### src/rtl/xtal_div_pkg.sv
package xtal_div_pkg;
  localparam int DEF_SWALLOW_PERIOD = 16;
  localparam int DEF_BIN_BITS       = 9;
  localparam int DEF_JC_STAGES      = 3;
endpackage

### src/rtl/swallow_stage.sv
module swallow_stage #(
  parameter int PERIOD = xtal_div_pkg::DEF_SWALLOW_PERIOD
) (
  input  logic clk,
  input  logic clr,
  output logic adv_o
);
  localparam int CW = (PERIOD > 1) ? $clog2(PERIOD) : 1;
  localparam logic [CW-1:0] LAST = CW'(PERIOD - 1);

  logic [CW-1:0] phase_q;

  always_ff @(posedge clk) begin
    if (clr) begin
      phase_q <= '0;
    end else if (phase_q == LAST) begin
      phase_q <= '0;
    end else begin
      phase_q <= phase_q + 1'b1;
    end
  end

  // one blocked cycle per period
  assign adv_o = (phase_q != LAST);


  swallow_gap_chk: assert property (@(posedge clk) disable iff (clr)
    !adv_o |=> adv_o);
endmodule

### src/rtl/binary_stage.sv
module binary_stage #(
  parameter int BITS = xtal_div_pkg::DEF_BIN_BITS
) (
  input  logic clk,
  input  logic clr,
  input  logic adv_i,
  output logic carry_o
);
  logic [BITS-1:0] cnt_q;

  always_ff @(posedge clk) begin
    if (clr) begin
      cnt_q <= '0;
    end else if (adv_i) begin
      cnt_q <= cnt_q + 1'b1;
    end
  end

  assign carry_o = adv_i && (&cnt_q);


  bin_wrap_chk: assert property (@(posedge clk) disable iff (clr)
    carry_o |=> (cnt_q == '0));
endmodule

### src/rtl/johnson_stage.sv
module johnson_stage #(
  parameter int STAGES = xtal_div_pkg::DEF_JC_STAGES
) (
  input  logic clk,
  input  logic clr,
  input  logic adv_i,
  output logic carry_o
);
  localparam logic [STAGES-1:0] TERM = {1'b1, {(STAGES-1){1'b0}}};

  logic [STAGES-1:0] ring_q;
  logic              legal;

  // legal states have at most one boundary between adjacent bits
  always_comb begin
    int edges;
    edges = 0;
    for (int i = 0; i < STAGES - 1; i++) begin
      if (ring_q[i] != ring_q[i+1]) edges++;
    end
    legal = (edges <= 1);
  end

  always_ff @(posedge clk) begin
    if (clr || !legal) begin
      ring_q <= '0;
    end else if (adv_i) begin
      ring_q <= {ring_q[STAGES-2:0], ~ring_q[STAGES-1]};
    end
  end

  assign carry_o = adv_i && (ring_q == TERM);


  jc_legal_chk: assert property (@(posedge clk) disable iff (clr)
    !legal |=> legal);

  jc_step_chk: assert property (@(posedge clk) disable iff (clr)
    legal |=> ($countones(ring_q ^ $past(ring_q)) <= 1));

  jc_term_chk: assert property (@(posedge clk) disable iff (clr)
    carry_o |=> (ring_q == '0));
endmodule

### src/rtl/xtal_tick_divider.sv
module xtal_tick_divider #(
  parameter int SWALLOW_PERIOD = xtal_div_pkg::DEF_SWALLOW_PERIOD,
  parameter int BIN_BITS       = xtal_div_pkg::DEF_BIN_BITS,
  parameter int JC_STAGES      = xtal_div_pkg::DEF_JC_STAGES
) (
  input  logic clk,
  input  logic rst,
  input  logic halt_i,
  output logic tick_o
);
  logic clr;
  logic adv_s1;
  logic carry_s2;
  logic carry_s3;

  assign clr = rst | halt_i;

  swallow_stage #(.PERIOD(SWALLOW_PERIOD)) u_swallow (
    .clk   (clk),
    .clr   (clr),
    .adv_o (adv_s1)
  );

  binary_stage #(.BITS(BIN_BITS)) u_binary (
    .clk     (clk),
    .clr     (clr),
    .adv_i   (adv_s1),
    .carry_o (carry_s2)
  );

  johnson_stage #(.STAGES(JC_STAGES)) u_johnson (
    .clk     (clk),
    .clr     (clr),
    .adv_i   (carry_s2),
    .carry_o (carry_s3)
  );

  // registered setting pulse, one crystal period wide
  always_ff @(posedge clk) begin
    if (clr) begin
      tick_o <= 1'b0;
    end else begin
      tick_o <= carry_s3;
    end
  end


  tick_width_chk: assert property (@(posedge clk) disable iff (clr)
    tick_o |=> !tick_o);

  halt_quiet_chk: assert property (@(posedge clk) disable iff (rst)
    halt_i |=> !tick_o);

  reset_quiet_chk: assert property (@(posedge clk)
    rst |=> !tick_o);
endmodule

### config.mk
export PLATFORM = sky130hd
export DESIGN_NAME = xtal_tick_divider
export DESIGN_NICKNAME = d
export VERILOG_FILES = /design/src/rtl/xtal_div_pkg.sv /design/src/rtl/swallow_stage.sv /design/src/rtl/binary_stage.sv /design/src/rtl/johnson_stage.sv /design/src/rtl/xtal_tick_divider.sv
export SDC_FILE = /design/constraint.sdc
export NUM_CORES = 1
export LEC_CHECK = 0
export BUFFER_PORTS_ARGS = -buffer_cell sky130_fd_sc_hd__buf_2
export CAP_MARGIN = 5
export CORE_UTILIZATION = 56
export DETAILED_ROUTE_END_ITERATION = 12
export GPL_TIMING_DRIVEN = 0
export PLACE_DENSITY_LB_ADDON = 0.1
export SLEW_MARGIN = 40
export SYNTH_ARGS = -nofsm -noshare
export SYNTH_HDL_FRONTEND = slang
export SYNTH_SLANG_ARGS = --single-unit
### constraint.sdc
create_clock -name clk -period 1.7 [get_ports clk]
set_input_delay 0.17 -clock clk [delete_from_list [all_inputs] [get_ports clk]]
set_output_delay 0.17 -clock clk [all_outputs]
set_load 0.1 [all_outputs]
==> impl_summary.md, run 1 <==
Setup path
The critical-path maximum fanout is 10. STA classifies the critical path endpoint as a flip-flop. In this run the critical register-to-register path is launched from u_swallow.phase_q[0].

The worst flop-to-flop path endpoint is u_binary.cnt_q[2]. Data arrives at the worst endpoint at between 1500 and 2000 ps. The critical path launch point type is a flip-flop. The setup slack of the worst register-to-register path is between 150 and 200 ps. The depth of the worst register-to-register path is 5.

The critical path in this run is classified as flip-flop to flip-flop. The required time of the worst setup path is between 1500 and 2000 ps.

Layout
Measured on the finished design, the core utilization comes to 0.697. In the final design database the tool counted 104 nets. In the final layout, the multi-input gates occupy between 300 and 400 um^2.

The sequential cell area is between 300 and 400 um^2. The post-route cell area is between 800 and 900 um^2. The count of cells in the finished layout, fillers not included, comes to 110. The number of filler cells placed in the layout is 96. The antenna diode count is 0. The fraction of layout instances using a drive strength above 1 is 0.125. The layout overhead on the synthesized area is 7.83%.

GRT
The number of global-route vias before repair was between 500 and 600. For this run, global-route usage on met1 was measured as 0.285. Entering global routing, the biggest net connects 11 pins.

The routing usage on met2 is 0.350. The met3 global-route usage is 0.0347. The layer flagged by global routing as most heavily used is met2.

The number of antenna violations at the first check in global routing was 0. The first global-routing pass estimated 2.28 mm of wire. After global routing the overflow that remains totals 0.

The total track usage is 0.223.

Detailed routing
The count of routing violations after the opening detailed-route iteration is 23. The average detailed-routed wire length per instance is 12.2 um. Before antenna repair, the detailed router went through 4 iterations. The number of nets with antenna violations after detailed routing is 0. For this block, the routed nets add up to roughly 1.3 mm of wire. The detailed router placed 666 vias in this run.

The number of design rule violations left after detail routing is 0. Dividing the detail-routed via count by the number of cells gives slightly above 6.

Clock network
The worst-case clock buffer depth is 2. The clock buffer count from CTS is 3. Gates resized during post-CTS repair numbered 0. Buffers added to address setup during post-CTS repair amount to 0. The number of H-tree branching levels is 1. The hold buffer count at cts is 0. The clock tree root buffer cell is sky130_fd_sc_hd__clkbuf_4. The TritonCTS clock tree is done. The number of sinks driven by the clock tree is 17. The later pin in the worst-skew pair is clocked with a latency of just under 300 ps. Clock-pin slew was measured on the worst setup and hold paths at about 100 ps.

Floorplan
The overall die area is approximately 0.0015 mm^2. The floorplan step set the die width to 39.0 um. The height of the die is slightly below 40 um. The number of primary I/O pins is 4.

For this configuration, the core starts out at a cell density of 0.647. The number of cell rows is 12. The placeable core area is 0.00119 mm^2.

Synth
The share of synthesized area in the top cell type comes to 0.444. The post-synth net total is 96. Averaged over all synthesized cells, the footprint is 8.62 um^2. In the post-synthesis netlist, the biggest area contributors are sky130_fd_sc_hd__dfxtp_1 44%, sky130_fd_sc_hd__a21oi_1 6.5%, sky130_fd_sc_hd__ha_1 6.5%. Summed over all instances, the cell type with the most area after synthesis is sky130_fd_sc_hd__dfxtp_1. The total of flip-flops plus latches after synthesis is 17. Counting every instance in the synthesized netlist gives 89. The sequential-to-total area share from yosys stat is 0.444. Yosys printed 0 warnings. The post-synth design cell area is between 700 and 800 um^2. The netlist uses 25 different library cells.

STA
The clock arrives with 8.19 ps of skew. Setup violations remaining at the end of the flow were counted as 0. Dividing the final minimum period by the clock period gives 0.910. The post-layout minimum cycle time is 1550 ps.

The slew at the pin with the worst max-slew slack is roughly 480 ps. The relative slew slack is 0.681. Setup total negative slack on the finished layout was measured at 0 ps.

The max-slew violation total from the final report is 0. Timing would allow up to between 600 and 700 MHz. The hold violation count in the final report is 0. Setup repair after global routing left no endpoint under its margin.

Power
The static leakage is roughly 0.28 nW. The overall power after layout is 639 uW. For this design the ratio of total power to cell area is about 770 mW/mm^2. The worst-case IR drop observed on VDD is ~0.00045 V.

Placement
Summing all placed instances gives a cell area of about 800 um^2. At the end of routability-driven placement, the weighted congestion stood at slightly below 0.8. The quantity of I/O buffers inserted on ports is 3. The half-perimeter wire length after detailed placement is 994 um.

Once placement completed, the tool counted placed cells totaling 106.

Hold path
In this run the most critical hold path is launched from rst. The number of cells traversed by the worst hold path is 4. The kind of path behind the tightest hold check is input pin to flip-flop. The terminating pin of the worst hold path is tick_o.

Run status
The flow ran to the end, and the final reports show no timing, DRC or antenna violations.

Run
The max-cap check violation count is 0.
==> routing by layer <==
| layer | share of wire | wire length (um) | up-vias |
|---|---|---|---|
| li1 | - | - | 341 |
| met1 | 0.50 | 662 | 307 |
| met2 | 0.46 | 613 | 14 |
| met3 | 0.028 | 38 | 4 |
| met4 | 0.016 | 22 | 0 |
| met5 | 0 | 0 | - |
==> critical path, cell delays in order (launching register included) <==
cell                      delay, ps
sky130_fd_sc_hd__dfxtp_1        350
sky130_fd_sc_hd__ha_1           250
sky130_fd_sc_hd__and3_1         210
sky130_fd_sc_hd__buf_2          200
sky130_fd_sc_hd__or3_1          320
sky130_fd_sc_hd__a21oi_1        160
==> through the flow <==
stage | worst slack (ps) | hold slack, ps
after CTS | 142 | 163
after floorplan | 322 | 353
final | 153 | 171
after global routing | 36.5 | 178
after global placement | 193 | 445
after detailed placement | 159 | 449
==> cells in the mapped netlist <==
cell type                   n
sky130_fd_sc_hd__clkbuf_1   2
sky130_fd_sc_hd__nand4_1    1
sky130_fd_sc_hd__or4_1      4
sky130_fd_sc_hd__o21ai_0    3
sky130_fd_sc_hd__o31ai_1    4
sky130_fd_sc_hd__nand2_1    8
sky130_fd_sc_hd__a22oi_1    1
sky130_fd_sc_hd__o32ai_1    1
sky130_fd_sc_hd__nand3_1    6
sky130_fd_sc_hd__inv_1      7
sky130_fd_sc_hd__and3_1     3
sky130_fd_sc_hd__dfxtp_1   17
sky130_fd_sc_hd__a31oi_1    2
sky130_fd_sc_hd__nor2_1     5
sky130_fd_sc_hd__nor3_1     1
sky130_fd_sc_hd__and2_1     1
sky130_fd_sc_hd__o221a_2    2
sky130_fd_sc_hd__ha_1       4
sky130_fd_sc_hd__nand4b_1   1
sky130_fd_sc_hd__xnor2_1    2
sky130_fd_sc_hd__or2_2      1
sky130_fd_sc_hd__or3_2      1
sky130_fd_sc_hd__a21oi_1   10
sky130_fd_sc_hd__buf_2      1
sky130_fd_sc_hd__or3_1      1
==> power breakdown <==
group          switching [mW]  internal [mW]
Clock                   0.125         0.0874
Sequential            0.00422          0.403
Combinational          0.0117        0.00846
==> state kept, by name, indices dropped and copies added, names as in the netlist <==
register and cells:
u_binary.cnt_q 9, u_swallow.phase_q 4, u_johnson.ring_q 3, tick_o 1
==> worst max path at each step <==
stage | from | end | depth (start not counted)
final | u_swallow.phase_q[0] | u_binary.cnt_q[2] | 5
after detailed placement | u_swallow.phase_q[0] | u_johnson.ring_q[0] | 4
after floorplan | u_swallow.phase_q[0] | u_binary.cnt_q[5] | 4
after global routing | u_swallow.phase_q[0] | u_johnson.ring_q[0] | 4
after global placement | u_swallow.phase_q[0] | u_johnson.ring_q[0] | 4
after CTS | u_swallow.phase_q[0] | u_johnson.ring_q[0] | 4
==> final cells by class <==
cell class,instances,share of cell area
clock inverter,1,0.00605
sequential,17,0.411
inverter,7,0.0318
buffer,3,0.0151
clock buffer,3,0.0272
timing repair buffer,3,0.0182
multi-input combinational,62,0.469
tap,14,0.0212
==> cell usage in the layout, fill, tap and decap left out, types with 3 or more instances in the layout <==
cell type | netlist | layout
sky130_fd_sc_hd__buf_2 | 1 | 4
sky130_fd_sc_hd__nand2_1 | 8 | 8
sky130_fd_sc_hd__nand3_1 | 6 | 6
sky130_fd_sc_hd__inv_1 | 7 | 7
sky130_fd_sc_hd__o31ai_1 | 4 | 4
sky130_fd_sc_hd__ha_1 | 4 | 4
sky130_fd_sc_hd__dfxtp_1 | 17 | 17
sky130_fd_sc_hd__nor2_1 | 5 | 5
sky130_fd_sc_hd__a21oi_1 | 10 | 10
sky130_fd_sc_hd__or4_1 | 4 | 4
sky130_fd_sc_hd__o21ai_0 | 3 | 3
sky130_fd_sc_hd__clkbuf_4 | 0 | 3
sky130_fd_sc_hd__and3_1 | 3 | 3
==> cell families after synthesis <==
kind of cell / share of synthesized area
adder cells (fa/ha/maj): 0.0653
buffers and inverters: 0.0506
XOR/XNOR: 0.0228
AND/OR/NAND/NOR: 0.227
flip-flops: 0.444
AO/OA/AOI/OAI: 0.191
Power figures use the tool's default switching activity.
==> inputs of run 2 (changes only) <==
--- a/config.mk
+++ b/config.mk
@@ -7,8 +7,11 @@
 export LEC_CHECK = 0
 export BUFFER_PORTS_ARGS = -buffer_cell sky130_fd_sc_hd__buf_2
 export CAP_MARGIN = 5
-export CORE_UTILIZATION = 56
+export CELL_PAD_IN_SITES_DETAIL_PLACEMENT = 1
+export CELL_PAD_IN_SITES_GLOBAL_PLACEMENT = 2
+export CORE_UTILIZATION = 35
 export DETAILED_ROUTE_END_ITERATION = 12
+export GPL_ROUTABILITY_DRIVEN = 0
 export GPL_TIMING_DRIVEN = 0
 export PLACE_DENSITY_LB_ADDON = 0.1
 export SLEW_MARGIN = 40
==> impl_summary.md, run 2 (synthesis results as in run 1) <==
Power
The maximum vdd drop is 0.000344 V (-24%). The total power per unit cell area is 762 mW/mm^2 (-1.4%). The overall power after layout was 647 uW (+1.2%). The static leakage is 0.280 nW (about the same).

Clock network
The number of H-tree branching levels is 1 (unchanged). The clock latency on the worst-skew pair is 290 ps (about the same). The worst-case clock buffer depth is 2 (unchanged).

The clock buffer count from CTS is 3 (unchanged). The tree is rooted in a sky130_fd_sc_hd__clkbuf_4. The clock transition at the registers of the reported paths is 100 ps (about the same). The number of sinks driven by the clock tree came to 17 (unchanged). The hold buffer count at cts is 0 (unchanged).

TritonCTS built the clock tree.

Setup path
The critical path launch point type is a flip-flop. The setup slack of the worst register-to-register path is 110 ps (-50 ps). The required time of the worst setup path came to 1920 ps (about the same). The arrival time of data at the critical path endpoint was 1810 ps (+40 ps).

The critical-path maximum fanout came to 10 (unchanged). The launch point of the critical path is u_swallow.phase_q[0]. The startpoint of the worst-slack reg-to-reg timing path is u_swallow.phase_q[0]. The endpoint identified for the worst register-to-register timing path is u_binary.cnt_q[2].

The critical path endpoint category is a flip-flop. The depth of the worst register-to-register path came to 5 (unchanged). The critical path endpoint is u_binary.cnt_q[2]. The critical path class is flip-flop to flip-flop.

Floorplan
The height of the die is 48.8 um (+25%). The overall die area came to 0.00238 mm^2 (+57%). The x dimension of the die was 48.8 um (+25%).

The number of primary I/O pins is 4 (unchanged). The number of cell rows was 16 (+4). The placeable core area is 0.00200 mm^2 (+69%). The initial core utilization is 0.383 (-0.263).

Layout
The library cell used most frequently in the layout, excluding fill and tap cells, is sky130_fd_sc_hd__dfxtp_1. The sequential cell area was 340 um^2 (unchanged). The number of filler cells placed in the layout is 257 (+170%). The antenna diode count was 0 (unchanged). The area of combinational cells with multiple inputs is 393 um^2 (+1.3%). The register containing the most flip-flops in the final layout is u_binary.cnt_q. The layout net count is 104 (unchanged). The flip-flop count of the largest register, all copies and words added is 9 (unchanged). In the layout the commonest cells are 17 x sky130_fd_sc_hd__dfxtp_1, 10 x sky130_fd_sc_hd__a21oi_1, 8 x sky130_fd_sc_hd__nand2_1, 7 x sky130_fd_sc_hd__inv_1.

The post-route cell area is 848 um^2 (+2.6%). Relative to the synthesized area, the layout overhead comes to 10.6%. The fraction of layout instances using a drive strength above 1 was 0.135 (+0.0104). In the final layout, the registers with the most flip-flops are u_binary.cnt_q (9), u_swallow.phase_q (4), u_johnson.ring_q (3).

Detailed routing
The number of nets with antenna violations after detailed routing is 0 (unchanged). The number of detailed-route iterations in the first pass is 2 (-2). The count of routing violations after the opening detailed-route iteration came to 8 (-65%).

The overall routed net length came to 1.62 mm (+21%). The average detailed-routed wire length per instance is 13.2 um (+8.4%). The number of vias per cell after detailed routing is 5.15 (-15%). The number of design rule violations left after detail routing is 0 (unchanged). The via count is 633 (-5.0%).

STA
The relative slew slack is 0.674 (-0.00678). The post-layout minimum cycle time is 1590 ps (+46.9 ps). The highest clock rate is 627 MHz (-2.9%). The final worst clock skew was 2.29 ps (-5.90 ps). The hold violation count in the final report is 0 (unchanged). The final total negative setup slack is 0 ps (unchanged). The max-slew violation total from the final report is 0 (unchanged).

The total setup violations reported at the end of the flow is 0 (unchanged). The slew at the pin with the worst max-slew slack is 489 ps (+6.86 ps). Setup repair after global routing left no endpoint under its margin. The ratio of final minimum period to clock period is 0.937 (+0.0276).

GRT
The number of global-route vias before repair is 592 (+3.3%). The maximum number of pins on one net before global-route repair is 11 (unchanged). The aggregate global routing overflow is 0 (unchanged). The number of antenna violations at the first check in global routing came to 0 (unchanged). The total track usage was 0.143 (-0.0796).

The global-route wire length before repair was 2.65 mm (+16%).

Placement
The quantity of I/O buffers inserted on ports was 3 (unchanged). The standard cell area after detailed placement is 816 um^2 (+2.0%). The half-perimeter wire length after detailed placement was 1.18 mm (+19%).

Hold path
The kind of path behind the tightest hold check is input pin to flip-flop.

Run
The max-cap check violation count came to 0 (unchanged).

Run status
The run finished with clean final reports.
==> run 2: cell counts in the layout (fill, tap and decap cells not counted) <==
No cell type changed its count.
==> run 2: worst min-delay path by stage <==
stage                     depth (start not counted)              start  slack [ps]           endpoint
after floorplan                                   3                rst         350             tick_o
after global placement                            2  u_binary.cnt_q[8]         450  u_binary.cnt_q[8]
after detailed placement                          2  u_binary.cnt_q[8]         460  u_binary.cnt_q[8]
after CTS                                         4                rst         170             tick_o
after global routing                              4                rst         170             tick_o
final                                             4                rst         170             tick_o
==> run 2: area by class of cell <==
class	instances	area share
clock inverters	1	0.00590
flip-flops and latches	17	0.401
clock buffers	3	0.0265
well taps	27	0.0398
multi-input cells	62	0.463
plain buffers	3	0.0147
inverters	7	0.0310
repair buffers	3	0.0177
==> run 2: critical path, cell delays in order (launching register included) <==
cell                      delay [ps]
sky130_fd_sc_hd__dfxtp_1         360
sky130_fd_sc_hd__ha_1            270
sky130_fd_sc_hd__and3_1          230
sky130_fd_sc_hd__buf_2           210
sky130_fd_sc_hd__or3_1           310
sky130_fd_sc_hd__a21oi_1         150
==> run 2: power by group <==
group / switching, mW / internal (mW)
clock network: 0.131 / 0.0873
logic: 0.0122 / 0.00859
registers: 0.00454 / 0.403
==> run 2: stage by stage <==
| step | hold WS, ps | setup slack, ps | util | instances |
|---|---|---|---|---|
| global placement | 447 | 156 | 0.408 | 119 |
| global route | 172 | 29.3 | 0.424 | 123 |
| detailed placement | 456 | 127 | 0.408 | 119 |
| CTS | 172 | 111 | 0.421 | 123 |
| finish | 174 | 106 | 0.424 | 123 |
| floorplan | 353 | 322 | - | 89 |
==> run 2: repair_timing <==
item,in CTS,in global routing
setup buffers,0,0
endpoints found under the setup margin,0,1
gates resized for setup,0,1
==> run 2: routing by layer <==
layer  global-route usage  vias to the layer above  share of wire
met5                    0                        -              0
met4               0.0588                        0              0
met3               0.0280                        0          0.014
met2                0.222                        1           0.42
met1                0.194                      297           0.56
li1                     -                      335              -
